**src/rtl/cubic_scaler_pkg.sv**
```systemverilog
package cubic_scaler_pkg;

  localparam int PHASE_IDX_W = 5;

  typedef struct packed {
    logic                   loadFirst;  // first pixel of a line fills the window
    logic                   shiftIn;    // shift a new input pixel in
    logic                   shiftRep;   // shift a replica of the last pixel in
    logic                   emit;       // compute and register an output
    logic [PHASE_IDX_W-1:0] phase;      // quantized phase index
  } tapCtrl_t;

  function automatic int roundDiv(input int num, input int den);
    if (num >= 0) return (num + den / 2) / den;
    return -((-num + den / 2) / den);
  endfunction

  // Quantized cubic-convolution weight, kernel parameter -0.5, row sum exactly 2^n
  function automatic int kernelCoef(input int m, input int n, input int p, input int tap);
    int w [4];
    int num [4];
    int den, sum, big;
    den    = 2 * m * m * m;
    num[0] = -p*p*p + 2*p*p*m - p*m*m;
    num[1] = 3*p*p*p - 5*p*p*m + 2*m*m*m;
    num[2] = -3*p*p*p + 4*p*p*m + p*m*m;
    num[3] = p*p*p - p*p*m;
    sum = 0;
    big = 0;
    for (int i = 0; i < 4; i++) begin
      w[i] = roundDiv(num[i] * (1 << n), den);
      sum += w[i];
      if (w[i] > w[big]) big = i;
    end
    w[big] += (1 << n) - sum;
    return w[tap];
  endfunction

endpackage

```
**src/rtl/cubic_scaler_ctrl.sv**
```systemverilog
module cubic_scaler_ctrl
  import cubic_scaler_pkg::*;
#(
  parameter int PHASES   = 16,
  parameter int LEN_W    = 16,
  parameter int POS_FRAC = 16
) (
  input  logic                      clk,
  input  logic                      rstN,
  input  logic [LEN_W+POS_FRAC-1:0] cfgStep,
  input  logic [LEN_W-1:0]          cfgInLen,
  input  logic [LEN_W-1:0]          cfgOutLen,
  input  logic                      iValid,
  output logic                      iReady,
  input  logic                      oValid,
  input  logic                      oReady,
  output tapCtrl_t                  str
);

  localparam int ACC_W = LEN_W + POS_FRAC;
  localparam int QW    = $clog2(PHASES) + 1;
  localparam int PW    = $clog2(PHASES);
  localparam int H_W   = LEN_W + 1;
  localparam int SC_W  = POS_FRAC + QW;

  logic [ACC_W-1:0] accQ;
  logic [H_W-1:0]   hCnt;
  logic [LEN_W-1:0] inCnt, outCnt;

  logic [SC_W-1:0] scaled;
  logic [QW-1:0]   qRaw;
  logic            wrapPh;
  logic [PW-1:0]   phIdx;
  logic [H_W-1:0]  kEff, need;
  logic outsLeft, inLeft, stall, wantShift, accept, lineDone;

  always_comb begin
    scaled = {{QW{1'b0}}, accQ[POS_FRAC-1:0]} * SC_W'(PHASES) + SC_W'(1 << (POS_FRAC - 1));
    qRaw   = scaled[SC_W-1:POS_FRAC];
    wrapPh = (qRaw == QW'(PHASES));
    phIdx  = wrapPh ? '0 : qRaw[PW-1:0];
    kEff   = {1'b0, accQ[ACC_W-1:POS_FRAC]} + H_W'(wrapPh);
    need   = kEff + H_W'(3);
  end

  always_comb begin
    outsLeft  = (outCnt != cfgOutLen);
    inLeft    = (inCnt != cfgInLen);
    stall     = oValid && !oReady;
    lineDone  = !outsLeft && !inLeft && !stall;
    wantShift = outsLeft && (hCnt < need);
    iReady    = !stall && inLeft && (wantShift || !outsLeft);
    accept    = iValid && iReady;
    str.loadFirst = accept && wantShift && (hCnt == '0);
    str.shiftIn   = accept && wantShift && (hCnt != '0);
    str.shiftRep  = !stall && wantShift && !inLeft && (hCnt != '0);
    str.emit      = !stall && outsLeft && (hCnt == need);
    str.phase     = PHASE_IDX_W'(phIdx);
  end

  always_ff @(posedge clk) begin
    if (!rstN || lineDone) begin
      accQ   <= '0;
      hCnt   <= '0;
      inCnt  <= '0;
      outCnt <= '0;
    end else begin
      if (accept) inCnt <= inCnt + 1'b1;
      if (str.loadFirst || str.shiftIn || str.shiftRep) hCnt <= hCnt + 1'b1;
      if (str.emit) begin
        accQ   <= accQ + cfgStep;
        outCnt <= outCnt + 1'b1;
      end
    end
  end

  // a stalled output freezes position and window
  a_r8_stall_freeze: assert property (@(posedge clk) disable iff (!rstN)
    (oValid && !oReady) |=> ($stable(accQ) && $stable(hCnt)));

  // the window never runs ahead of the taps the current output needs
  a_r2_window_bound: assert property (@(posedge clk) disable iff (!rstN)
    hCnt <= need);

  // per-line counts never pass the configured lengths
  a_r9_in_count: assert property (@(posedge clk) disable iff (!rstN)
    inCnt <= cfgInLen);
  a_r9_out_count: assert property (@(posedge clk) disable iff (!rstN)
    outCnt <= cfgOutLen);

endmodule

```
**src/rtl/cubic_scaler_dp.sv**
```systemverilog
module cubic_scaler_dp
  import cubic_scaler_pkg::*;
#(
  parameter int PHASES    = 16,
  parameter int FRAC_BITS = 6,
  parameter int PIX_W     = 8
) (
  input  logic             clk,
  input  logic             rstN,
  input  tapCtrl_t         str,
  input  logic [PIX_W-1:0] iData,
  input  logic             oReady,
  output logic             oValid,
  output logic [PIX_W-1:0] oData
);

  localparam int CW    = FRAC_BITS + 2;
  localparam int SUM_W = PIX_W + CW + 3;
  localparam int PW    = $clog2(PHASES);
  localparam logic signed [SUM_W-1:0] PIX_MAX = SUM_W'((1 << PIX_W) - 1);
  localparam logic signed [SUM_W-1:0] HALF    = SUM_W'(1 << (FRAC_BITS - 1));

  logic signed [CW-1:0] coefTab [PHASES][4];

  for (genvar p = 0; p < PHASES; p++) begin : g_ph
    for (genvar t = 0; t < 4; t++) begin : g_tap
      assign coefTab[p][t] = CW'(kernelCoef(PHASES, FRAC_BITS, p, t));
    end
  end

  logic [PIX_W-1:0] win [4];

  always_ff @(posedge clk) begin
    if (!rstN) begin
      for (int i = 0; i < 4; i++) win[i] <= '0;
    end else if (str.loadFirst) begin
      for (int i = 0; i < 4; i++) win[i] <= iData;
    end else if (str.shiftIn || str.shiftRep) begin
      for (int i = 0; i < 3; i++) win[i] <= win[i+1];
      if (str.shiftIn) win[3] <= iData;
    end
  end

  logic [PW-1:0]          ph;
  logic signed [SUM_W-1:0] acc, rounded, shifted;
  logic [PIX_W-1:0]       pixOut;

  always_comb begin
    ph  = str.phase[PW-1:0];
    acc = '0;
    for (int i = 0; i < 4; i++)
      acc += $signed({{(SUM_W-PIX_W){1'b0}}, win[i]}) * SUM_W'(coefTab[ph][i]);
    rounded = acc + HALF;
    shifted = rounded >>> FRAC_BITS;
    if (shifted < 0)            pixOut = '0;
    else if (shifted > PIX_MAX) pixOut = '1;
    else                        pixOut = shifted[PIX_W-1:0];
  end

  always_ff @(posedge clk) begin
    if (!rstN) begin
      oValid <= 1'b0;
      oData  <= '0;
    end else if (str.emit) begin
      oValid <= 1'b1;
      oData  <= pixOut;
    end else if (oReady) begin
      oValid <= 1'b0;
    end
  end

  // held output stays valid and unchanged
  a_r8_hold: assert property (@(posedge clk) disable iff (!rstN)
    (oValid && !oReady) |=> (oValid && $stable(oData)));

  // every emit strobe appears as a valid output next cycle
  a_r2_emit_loads: assert property (@(posedge clk) disable iff (!rstN)
    str.emit |=> oValid);

endmodule

```
**src/rtl/cubic_scaler.sv**
```systemverilog
module cubic_scaler
  import cubic_scaler_pkg::*;
#(
  parameter int PHASES    = 16,
  parameter int FRAC_BITS = 6,
  parameter int PIX_W     = 8,
  parameter int LEN_W     = 16,
  parameter int POS_FRAC  = 16
) (
  input  logic                      clk,
  input  logic                      rstN,
  input  logic [LEN_W+POS_FRAC-1:0] cfgStep,
  input  logic [LEN_W-1:0]          cfgInLen,
  input  logic [LEN_W-1:0]          cfgOutLen,
  input  logic                      iValid,
  output logic                      iReady,
  input  logic [PIX_W-1:0]          iData,
  output logic                      oValid,
  input  logic                      oReady,
  output logic [PIX_W-1:0]          oData
);

  tapCtrl_t str;

  cubic_scaler_ctrl #(.PHASES(PHASES), .LEN_W(LEN_W), .POS_FRAC(POS_FRAC)) u_ctrl (
    .clk(clk), .rstN(rstN), .cfgStep(cfgStep), .cfgInLen(cfgInLen),
    .cfgOutLen(cfgOutLen), .iValid(iValid), .iReady(iReady),
    .oValid(oValid), .oReady(oReady), .str(str)
  );

  cubic_scaler_dp #(.PHASES(PHASES), .FRAC_BITS(FRAC_BITS), .PIX_W(PIX_W)) u_dp (
    .clk(clk), .rstN(rstN), .str(str), .iData(iData),
    .oReady(oReady), .oValid(oValid), .oData(oData)
  );

endmodule

```
**config.mk**
```make
export PLATFORM = sky130hd
export DESIGN_NAME = cubic_scaler
export DESIGN_NICKNAME = d
export VERILOG_FILES = /design/src/rtl/cubic_scaler_pkg.sv /design/src/rtl/cubic_scaler_ctrl.sv /design/src/rtl/cubic_scaler_dp.sv /design/src/rtl/cubic_scaler.sv
export SDC_FILE = /design/constraint.sdc
export NUM_CORES = 1
export LEC_CHECK = 0
export BUFFER_PORTS_ARGS = -buffer_cell sky130_fd_sc_hd__buf_2
export CAP_MARGIN = 20
export CORE_AREA = 10 10 198 200
export DETAILED_ROUTE_END_ITERATION = 6
export DIE_AREA = 0 0 208 210
export PLACE_DENSITY = 0.67
export SYNTH_ARGS = -nofsm -noshare
export SYNTH_HDL_FRONTEND = slang
export SYNTH_HIERARCHICAL = 1
export SYNTH_SLANG_ARGS = --single-unit
```
**constraint.sdc**
```tcl
create_clock -name clk -period 9.2 [get_ports clk]
set_input_delay 0.46 -clock clk [delete_from_list [all_inputs] [get_ports clk]]
set_output_delay 0.46 -clock clk [all_outputs]
set_load 0.005 [all_outputs]
```
==> results of run 1 <==
## cell usage in the layout, fill, tap and decap left out, types with 16 or more instances in the layout
master / n
o21ai_0: 41
dfxtp_1: 90
a22o_1: 24
nand3_1: 40
xor2_1: 44
nor3_1: 16
clkbuf_16: 18
a211oi_1: 19
a21oi_1: 79
fa_1: 214
and3_1: 26
a21o_1: 24
ha_1: 217
nor2_1: 121
and2_1: 99
nand4_1: 38
edfxtp_1: 32
inv_1: 336
nand2_1: 178
nor2b_1: 31
buf_4: 19
buf_2: 85
xnor2_1: 74
## cell type report
class | count | area (sq um) | area share [%]
Clock inverter | 14 | 183 | 0.961
Timing Repair Buffer | 105 | 588 | 3.10
Multi-Input combinational cell | 1445 | 13200 | 69.3
Sequential cell | 122 | 2760 | 14.5
Inverter | 338 | 1270 | 6.68
Tap cell | 461 | 577 | 3.04
Clock buffer | 18 | 450 | 2.37
## power breakdown
| group | total, mW | internal, mW | leakage [nW] | switching [mW] |
|---|---|---|---|---|
| sequential | 0.818 | 0.651 | 1.08 | 0.168 |
| clock | 0.732 | 0.448 | 0.310 | 0.285 |
| combinational | 2.80 | 1.11 | 7.91 | 1.70 |
## critical path, cell delays in order (launching register included)
cell and delay [ns]:
dfxtp_1 0.41, ha_1 0.21, nand3_1 0.13, xnor2_2 0.42
buf_12 0.24, nand2_1 0.08, o221ai_1 0.50, nand2_1 0.17
fa_1 0.55, fa_1 0.44, fa_1 0.58, fa_1 0.46
fa_1 0.53, inv_1 0.05, fa_1 0.48, inv_1 0.06
fa_1 0.50, fa_1 0.54, inv_1 0.04, ha_1 0.29
nand4b_1 0.10, nor2_1 0.33, a41oi_1 0.27, or4_1 0.52
a311o_1 0.34, nand2_1 0.21, a32oi_1 0.15
## metal layers
metal | share of wire, % | wire length (microns)
met4 | 2.9 | 1260
met1 | 42 | 17900
met5 | 0 | 0
met2 | 52 | 22300
met3 | 3.4 | 1460
## how the worst max path moves through the flow
| stage | startpoint | endpoint | slack, ns | cells after the start |
|---|---|---|---|---|
| after floorplan | u_ctrl/accQ[11]$_SDFFE_PP0P_ | u_dp/oData[2]$_SDFFE_PN0P_ | 0.65 | 28 |
| after global placement | u_ctrl/accQ[13]$_SDFFE_PP0P_ | u_dp/oData[0]$_SDFFE_PN0P_ | 0.58 | 26 |
| after detailed placement | u_ctrl/accQ[11]$_SDFFE_PP0P_ | u_dp/oData[7]$_SDFFE_PN0P_ | 0.43 | 29 |
| after CTS | u_ctrl/accQ[12]$_SDFFE_PP0P_ | u_dp/oData[7]$_SDFFE_PN0P_ | 0.40 | 29 |
| after global routing | u_ctrl/accQ[11]$_SDFFE_PP0P_ | u_dp/oData[4]$_SDFFE_PN0P_ | 0.01 | 28 |
| final | u_ctrl/accQ[11]$_SDFFE_PP0P_ | u_dp/oData[3]$_SDFFE_PN0P_ | 0.47 | 26 |
## flip-flops by register name, indices dropped and copies added (netlist names)
signal and count:
u_dp/oValid 1, u_ctrl/accQ 32, u_dp/oData 8, u_ctrl/hCnt 17, u_ctrl/inCnt 16, u_ctrl/outCnt 16, u_dp/win 32
## stage by stage
step	utilization (%)	setup slack [ns]	hold WS, ns	power (mW)	instances
finish	53.9	0.470	0.342	4.35	2503
global placement	52.1	0.583	0.442	3.58	2471
global route	53.9	0.0139	0.356	4.82	2503
detailed placement	52.1	0.430	0.449	3.63	2471
CTS	53.9	0.405	0.327	4.39	2503
floorplan	-	0.654	0.436	2.87	1955
==> metrics.yaml, run 1 <==
dr_total_vias: 13450
hold_violations: 0
grtUsageMet1_pct: 23.5
top_usage_layer: "met2"
finalCritPeriodShare_pct: 94.9
clockRootBuffer: "clkbuf_16"
drt_first_pass_iters: 5
fmax_mhz: 115
cts_hold_buf: 0
maxCapViolations: 0
worstMarginPinSlew_ns: 0.955
drv_slew: 0
drc: 0
clk_pin_slew_ns: 0.06
cts_tree: "built"
irDropWorstVdd_v: 0.000243
place_hpwl_mm: 35.4
portBuffers: 85
cts_buffers: 17
crit_arrival_ns: 9.04
path_class: "register to register"
syn_avg_cell_area_sq_um: 8.90
core_sq_mm: 0.0352
cp-end-kind: "register"
antenna_found_initial: 0
outcome: "finished clean"
met2_usage_pct: 36.0
synth_area_sq_mm: 0.0174
final-setup-viol-count: 0
fin_setup_tns_ns: 0
clkLatencyLatePin_ns: 0.44
holdPathEnd: "u_dp/oValid$_SDFFE_PN0P_"
reg2reg_to: "u_dp/oData[3]$_SDFFE_PN0P_"
areaGrowthSynthToFinish_pct: 9.25
ys_warn_count: 6
post_cts_resize_count: 0
r2r_setup_slack_ns: 0.47
path_max_fanout: 35
antenna-diode-count: 0
num-fill-cells: 3327
hold_class: "input port to register"
rsz0062_at_grt: "false"
globalplace.congestion: 0.913
h-tree-depth: 4
rows: 69
holdPathStages: 3
power_leakage_nw: 9.29
grt-ovfl-total: 0
crit_path_start_kind: "register"
use_met3_pct: 2.74
dpl_cell_area_sq_mm: 0.0184
fin_worst_skew_ns: 0.0125
cts_setup_buffers: 0
grt_pass1_vias: 14035
die-area_sq_mm: 0.0437
drt-total-wl_mm: 42.9
drt_iter0_drc: 742
die_y_microns: 210
syn_nets: 2462
grt_first_pass_wirelength_mm: 70.9
start_util_pct: 49.4
cts_buffer_depth: 2
synthCells: 1955
final_area_sq_mm: 0.0190
nets: 2536
routed_via_density: 5.37
drive_gt1_share_pct: 8.67
routedWlPerCell_microns: 17.1
boundaryPins: 86
r2r-start: "u_ctrl/accQ[11]$_SDFFE_PP0P_"
grt_max_degree: 85
relSlewSlack_pct: 36.2
grtUsageTotal_pct: 19.8
clkSinkCount: 122
p_per_area_mw_per_mm2: 229
min-delay-start: "oReady"
cp.required_ns: 9.51
min_period_ns: 8.73
antenna_left: 0
fp.dieW_microns: 208
reg2regPathDepth: 26
Note: power is estimated with default switching activity, not from simulation.
==> inputs of run 2 (changes only) <==
Settings changed: ABC_CLOCK_PERIOD_IN_PS set to 9200, PLACE_DENSITY 0.67 to 0.69.
==> run 2 against run 1 <==
Net effect: clock skew barely moved; routed wire length barely moved; setup slack got worse by 0.021 ns; register-to-register slack got worse by 0.02 ns; critical path depth did not move; core utilization fell by 0.17 points; sequential cell count did not move; clock power fell by 7.0%; hold slack improved by 0.016 ns; design area fell by 0.31%.
==> metrics.yaml, run 2 (synthesis results as in run 1) <==
outcome: "finished clean"
drive_gt1_share_pct: 8.62  # -0.045 points
cp.required_ns: 9.51  # about the same
hold_violations: 0  # unchanged
critPathSlowestCell: "fa_1"
grtUsageTotal_pct: 19.4  # -0.39 points
dr_total_vias: 13616  # +1.2%
routedWlPerCell_microns: 17.1  # about the same
dpl_cell_area_sq_mm: 0.0183  # -0.11%
layout_common_cells: "inv_1 (336), ha_1 (217), fa_1 (214)"
path_max_fanout: 11  # -69%
path_class: "register to register"
fp.dieW_microns: 208  # unchanged
core_sq_mm: 0.0352  # unchanged
min-delay-start: "oReady"
fin_setup_tns_ns: 0  # unchanged
setup_ws_ns: 0.449  # -0.0207 ns
globalplace.congestion: 0.967  # +5.9%
grt_max_degree: 53  # -38%
cp.depth: 26  # unchanged
antenna_left: 0  # unchanged
critPathCapture: "u_dp/oData[2]$_SDFFE_PN0P_"
cts_buffer_depth: 2  # unchanged
start_util_pct: 49.4  # unchanged
irDropWorstVdd_v: 0.000223  # -8.3%
cp-end-kind: "register"
switching_share_pct: 50.2  # +0.87 points
critical-path-top-delay-family: "adder cells"
crit_arrival_ns: 9.06  # +0.02 ns
p_comb_share_pct: 65.1  # +0.7 points
drc: 0  # unchanged
grt-ovfl-total: 0  # unchanged
stdcell_count: 2502  # -0.040%
drt_iter0_drc: 1037  # +40%
pwr-share-seq_pct: 19.0  # +0.2 points
biggestRegsByFlops: "u_ctrl/accQ: 32 flops, u_dp/win: 32 flops, u_ctrl/hCnt: 17 flops"
die-area_sq_mm: 0.0437  # unchanged
finalCritPeriodShare_pct: 95.1  # +0.22 points
relSlewSlack_pct: 35.6  # -0.61 points
p_switching_mw: 2.15  # +0.23%
clockRootBuffer: "clkbuf_16"
rows: 69  # unchanged
drv_slew: 0  # unchanged
antenna_found_initial: 0  # unchanged
reg2reg_to: "u_dp/oData[2]$_SDFFE_PN0P_"
final-setup-viol-count: 0  # unchanged
min_period_ns: 8.75  # +0.0207 ns
portBuffers: 85  # unchanged
rsz0062_at_grt: "false"
critPathLaunch: "u_ctrl/accQ[13]$_SDFFE_PP0P_"
fmax_mhz: 114  # -0.24%
place_inst: 2470  # -0.040%
die_y_microns: 210  # unchanged
place_hpwl_mm: 35.5  # about the same
final_common_cell: "inv_1"
clk_pin_slew_ns: 0.07  # about the same
nets: 2535  # -0.039%
fin_worst_skew_ns: 0.0129  # +0.000385 ns
antenna-diode-count: 0  # unchanged
r2r_setup_slack_ns: 0.45  # -0.02 ns
internal-power_mw: 2.13  # -3.2%
path_buf_inv: 4  # unchanged
cts_hold_buf: 0  # unchanged
pre_cts_ws_ns: 0.312  # -0.118 ns
clkLatencyLatePin_ns: 0.44  # about the same
grt_first_pass_wirelength_mm: 69.9  # -1.4%
worstMarginPinSlew_ns: 0.956  # +0.00104 ns
grt_pass1_vias: 13766  # -1.9%
cts_tree: "built"
routed_via_density: 5.44  # +1.3%
r2r-start: "u_ctrl/accQ[13]$_SDFFE_PP0P_"
maxCapViolations: 0  # unchanged
power_leakage_nw: 9.27  # -0.31%
boundaryPins: 86  # unchanged
clkPwrFrac_pct: 15.9  # -0.9 points
areaGrowthSynthToFinish_pct: 8.91
reg2regPathDepth: 26  # unchanged
hold_class: "input port to register"
drt-total-wl_mm: 42.8  # about the same
crit_path_start_kind: "register"
drt_first_pass_iters: 5  # unchanged
clkSinkCount: 122  # unchanged
cpPeakStageDelay_ns: 0.58  # about the same
path_common_cell: "fa_1"
cts_buffers: 17  # unchanged
h-tree-depth: 4  # unchanged
final_area_sq_mm: 0.0189  # -0.31%
p_per_area_mw_per_mm2: 226  # -1.2%
[run 2: cell types whose count changed in the layout (fill, tap and decap cells not counted), moves of 2 or more]
cell and delta:
inv_6 +2, clkinv_2 -2, inv_4 +2, inv_8 +2, bufinv_16 -2
[run 2: layout make-up]
type                       instances  area (sq um)
multi-input combinational       1445         13200
clock buffer                      17           425
fill                            3273         16300
timing repair buffer             104           568
inverter                         338          1270
tap                              461           577
sequential                       122          2760
clock inverter                    15           153
[run 2: worst min path at each step]
stage | to | cells past startpoint
global placement | u_ctrl/accQ[8]$_SDFFE_PP0P_ | 2
global route | u_dp/win[3][6]$_DFFE_PP_ | 2
detailed placement | u_ctrl/accQ[7]$_SDFFE_PP0P_ | 2
floorplan | u_ctrl/accQ[0]$_SDFFE_PP0P_ | 2
CTS | u_dp/win[3][4]$_DFFE_PP_ | 2
finish | u_dp/oValid$_SDFFE_PN0P_ | 3
[run 2: power by group through the flow]
| stage | Sequential [mW] | Combinational, mW | Clock (mW) |
|---|---|---|---|
| 3_5_place_dp | 0.822 | 2.80 | 0 |
| 2_1_floorplan | 0.730 | 2.14 | 0 |
| 5_1_grt | 0.823 | 3.18 | 0.714 |
| 6_report | 0.814 | 2.79 | 0.681 |
| 4_1_cts | 0.811 | 2.81 | 0.695 |
| 3_3_place_gp | 0.821 | 2.71 | 0 |
[run 2: through the flow]
step	power, mW	hold WS [ns]	util [%]
after floorplan	2.87	0.436	-
after global placement	3.53	0.442	52.1
after detailed placement	3.62	0.449	52.1
after CTS	4.32	0.346	53.7
after global routing	4.72	0.359	53.8
final	4.29	0.359	53.8
[run 2: timing repair]
item | CTS | global route
endpoints found under the hold margin | 0 | 0
setup buffers | 0 | 0
resized for setup | 0 | 4
setup endpoints to repair | 0 | 8
[run 2: worst reg2reg max path, cell delays in order (launching register included)]
cell	delay, ns
dfxtp_1	0.41
nand3_1	0.22
xnor2_4	0.34
clkinv_1	0.33
nor2_1	0.24
nor2_1	0.06
o221ai_1	0.44
nand2_1	0.16
fa_1	0.55
fa_1	0.45
fa_1	0.58
fa_1	0.44
fa_1	0.53
inv_1	0.05
fa_1	0.49
inv_1	0.06
fa_1	0.51
fa_1	0.57
inv_1	0.05
ha_1	0.30
nand4b_1	0.12
nor2_1	0.29
a41oi_1	0.23
or4_1	0.51
a311o_1	0.34
nand2_1	0.21
a32oi_1	0.15
[run 2: routing by layer]
layer | global-route usage [%] | wire, microns | vias up
li1 | - | - | 6562
met1 | 23.5 | 17700 | 6646
met2 | 35.2 | 22300 | 347
met3 | 2.23 | 1700 | 61
met4 | 6.50 | 1160 | 0
met5 | 0 | 0 | -
==> inputs of run 3 (changes only) <==
Settings changed: ABC_CLOCK_PERIOD_IN_PS 9200 to 10900, PLACE_DENSITY 0.69 to 0.67.
Clock period 9.2 ns to 10.9 ns, I/O delays scaled along.
==> run 3 against run 2 <==
Net effect: die area unchanged; register-to-register slack better by 0.84 ns; total power down 16%; non-clock buffer count down 11; setup slack better by 0.84 ns; core utilization down 0.25 points; hold slack better by 0.095 ns; clock skew up 0.010 ns; first-iteration DRC count down 16%; critical path type unchanged.
==> metrics.yaml, run 3 (synthesis results as in run 1) <==
outcome: "finished clean"
drc: 0  # unchanged
fmax_mhz: 104  # -8.9%
path_class: "register to register"
fin_setup_tns_ns: 0  # unchanged
relSlewSlack_pct: 31.2  # -4.4 points
clkSinkCount: 122  # unchanged
core_sq_mm: 0.0352  # unchanged
worstMarginPinSlew_ns: 1.02  # +0.0681 ns
cp.required_ns: 11.23  # +1.72 ns
die_y_microns: 210  # unchanged
r2r-start: "u_ctrl/accQ[12]$_SDFFE_PP0P_"
grt_first_pass_wirelength_mm: 71.3  # +2.0%
power_mw: 3.62  # -16%
h-tree-depth: 4  # unchanged
die-area_sq_mm: 0.0437  # unchanged
path_common_cell: "fa_1"
biggestRegsByFlops: "u_ctrl/accQ: 32 flops, u_dp/win: 32 flops, u_ctrl/hCnt: 17 flops"
cts_buffer_depth: 2  # unchanged
final_area_sq_mm: 0.0189  # -0.46%
place_inst: 2458  # -0.49%
multi_input_area_sq_mm: 0.0132  # -0.17%
drt_iter0_drc: 872  # -16%
post_cts_resize_count: 0  # unchanged
portBuffers: 85  # unchanged
cpPeakStageDelay_ns: 0.65  # +0.07 ns
rows: 69  # unchanged
power_leakage_nw: 9.21  # -0.56%
clk_pin_slew_ns: 0.07  # about the same
drv_slew: 0  # unchanged
grt-ovfl-total: 0  # unchanged
stdcell_count: 2491  # -0.44%
drt_first_pass_iters: 5  # unchanged
critPathSlowestCell: "xor2_1"
antenna_left: 0  # unchanged
register_area_sq_mm: 0.00276  # unchanged
drive_gt1_share_pct: 7.98  # -0.64 points
place_hpwl_mm: 35.8  # +1.1%
dr_total_vias: 13462  # -1.1%
cp-end-kind: "register"
cts_buffers: 17  # unchanged
cts_setup_buffers: 0  # unchanged
clkLatencyLatePin_ns: 0.43  # about the same
antenna-diode-count: 0  # unchanged
routed_via_density: 5.40  # -0.69%
dpl_cell_area_sq_mm: 0.0183  # -0.49%
cts_hold_buf: 0  # unchanged
nets: 2524  # -0.43%
irDropWorstVdd_v: 0.000191  # -15%
rsz0062_at_grt: "false"
start_util_pct: 49.4  # unchanged
num-fill-cells: 3295  # +0.67%
globalplace.congestion: 0.888  # -8.1%
fin_worst_skew_ns: 0.0234  # +0.0105 ns
final-setup-viol-count: 0  # unchanged
grtUsageTotal_pct: 19.8  # +0.35 points
finalCritPeriodShare_pct: 88.2  # -7.0 points
cts_tree: "built"
routedWlPerCell_microns: 17.3  # +1.3%
min_period_ns: 9.61  # +0.858 ns
crit_arrival_ns: 9.94  # +0.88 ns
fp.dieW_microns: 208  # unchanged
crit_path_start_kind: "register"
grt_pass1_vias: 14009  # +1.8%
antenna_found_initial: 0  # unchanged
areaGrowthSynthToFinish_pct: 8.42
layout_common_cells: "inv_1 (336), ha_1 (217), fa_1 (214)"
path_max_fanout: 11  # unchanged
final_common_cell: "inv_1"
critPathLaunch: "u_ctrl/accQ[12]$_SDFFE_PP0P_"
hold_violations: 0  # unchanged
boundaryPins: 86  # unchanged
drt-total-wl_mm: 43.2  # +0.88%
maxCapViolations: 0  # unchanged
p_per_area_mw_per_mm2: 192  # -15%
hold_class: "register to register"
min-delay-start: "u_ctrl/accQ[7]$_SDFFE_PP0P_"
clockRootBuffer: "clkbuf_16"
grt_max_degree: 46  # -13%
-- run 3: worst paths after layout --
kind,to,slack [ns],depth (start not counted)
worst max-delay path,u_dp/oData[7]$_SDFFE_PN0P_,1.29,28
worst min-delay path,u_ctrl/accQ[7]$_SDFFE_PP0P_,0.45,2
worst max register to register,u_dp/oData[7]$_SDFFE_PN0P_,1.29,28
worst min register to register,u_ctrl/accQ[7]$_SDFFE_PP0P_,0.45,2
-- run 3: layout make-up --
type / instances / area share [%]
sequential: 122 / 14.7
multi-input combinational: 1445 / 69.8
inverter: 338 / 6.73
tap: 461 / 3.06
timing repair buffer: 93 / 2.57
clock buffer: 21 / 2.61
clock inverter: 11 / 0.551
-- run 3: metrics by stage --
step | utilization (%) | hold WS (ns) | setup WS [ns]
after global routing | 53.5 | 0.463 | 0.682
after CTS | 53.5 | 0.438 | 1.36
after global placement | 51.8 | 0.442 | 1.69
after floorplan | - | 0.436 | 2.35
final | 53.5 | 0.453 | 1.29
after detailed placement | 51.8 | 0.447 | 1.38
-- run 3: critical path: cells and delay by family, from the launching register on --
| kind | cells | cell delay (ns) |
|---|---|---|
| buf+inv | 4 | 0.48 |
| fa+ha+maj | 11 | 4.97 |
| flops | 1 | 0.42 |
| xor+xnor | 1 | 0.65 |
| compound gates | 7 | 2.15 |
| simple gates | 5 | 0.85 |
-- run 3: layer usage --
| metal | wire, microns | vias to the layer above | track usage, % |
|---|---|---|---|
| met1 | 18300 | 6637 | 23.9 |
| met5 | 0 | - | 0 |
| li1 | - | 6529 | - |
| met3 | 1340 | 55 | 2.44 |
| met4 | 1310 | 0 | 7.07 |
| met2 | 22300 | 241 | 35.5 |
-- run 3: power breakdown --
part           switching, mW  leakage, nW  internal (mW)
Sequential             0.140         1.08          0.549
Clock                  0.236        0.293          0.350
Combinational           1.42         7.85          0.924
Total                   1.80         9.21           1.82
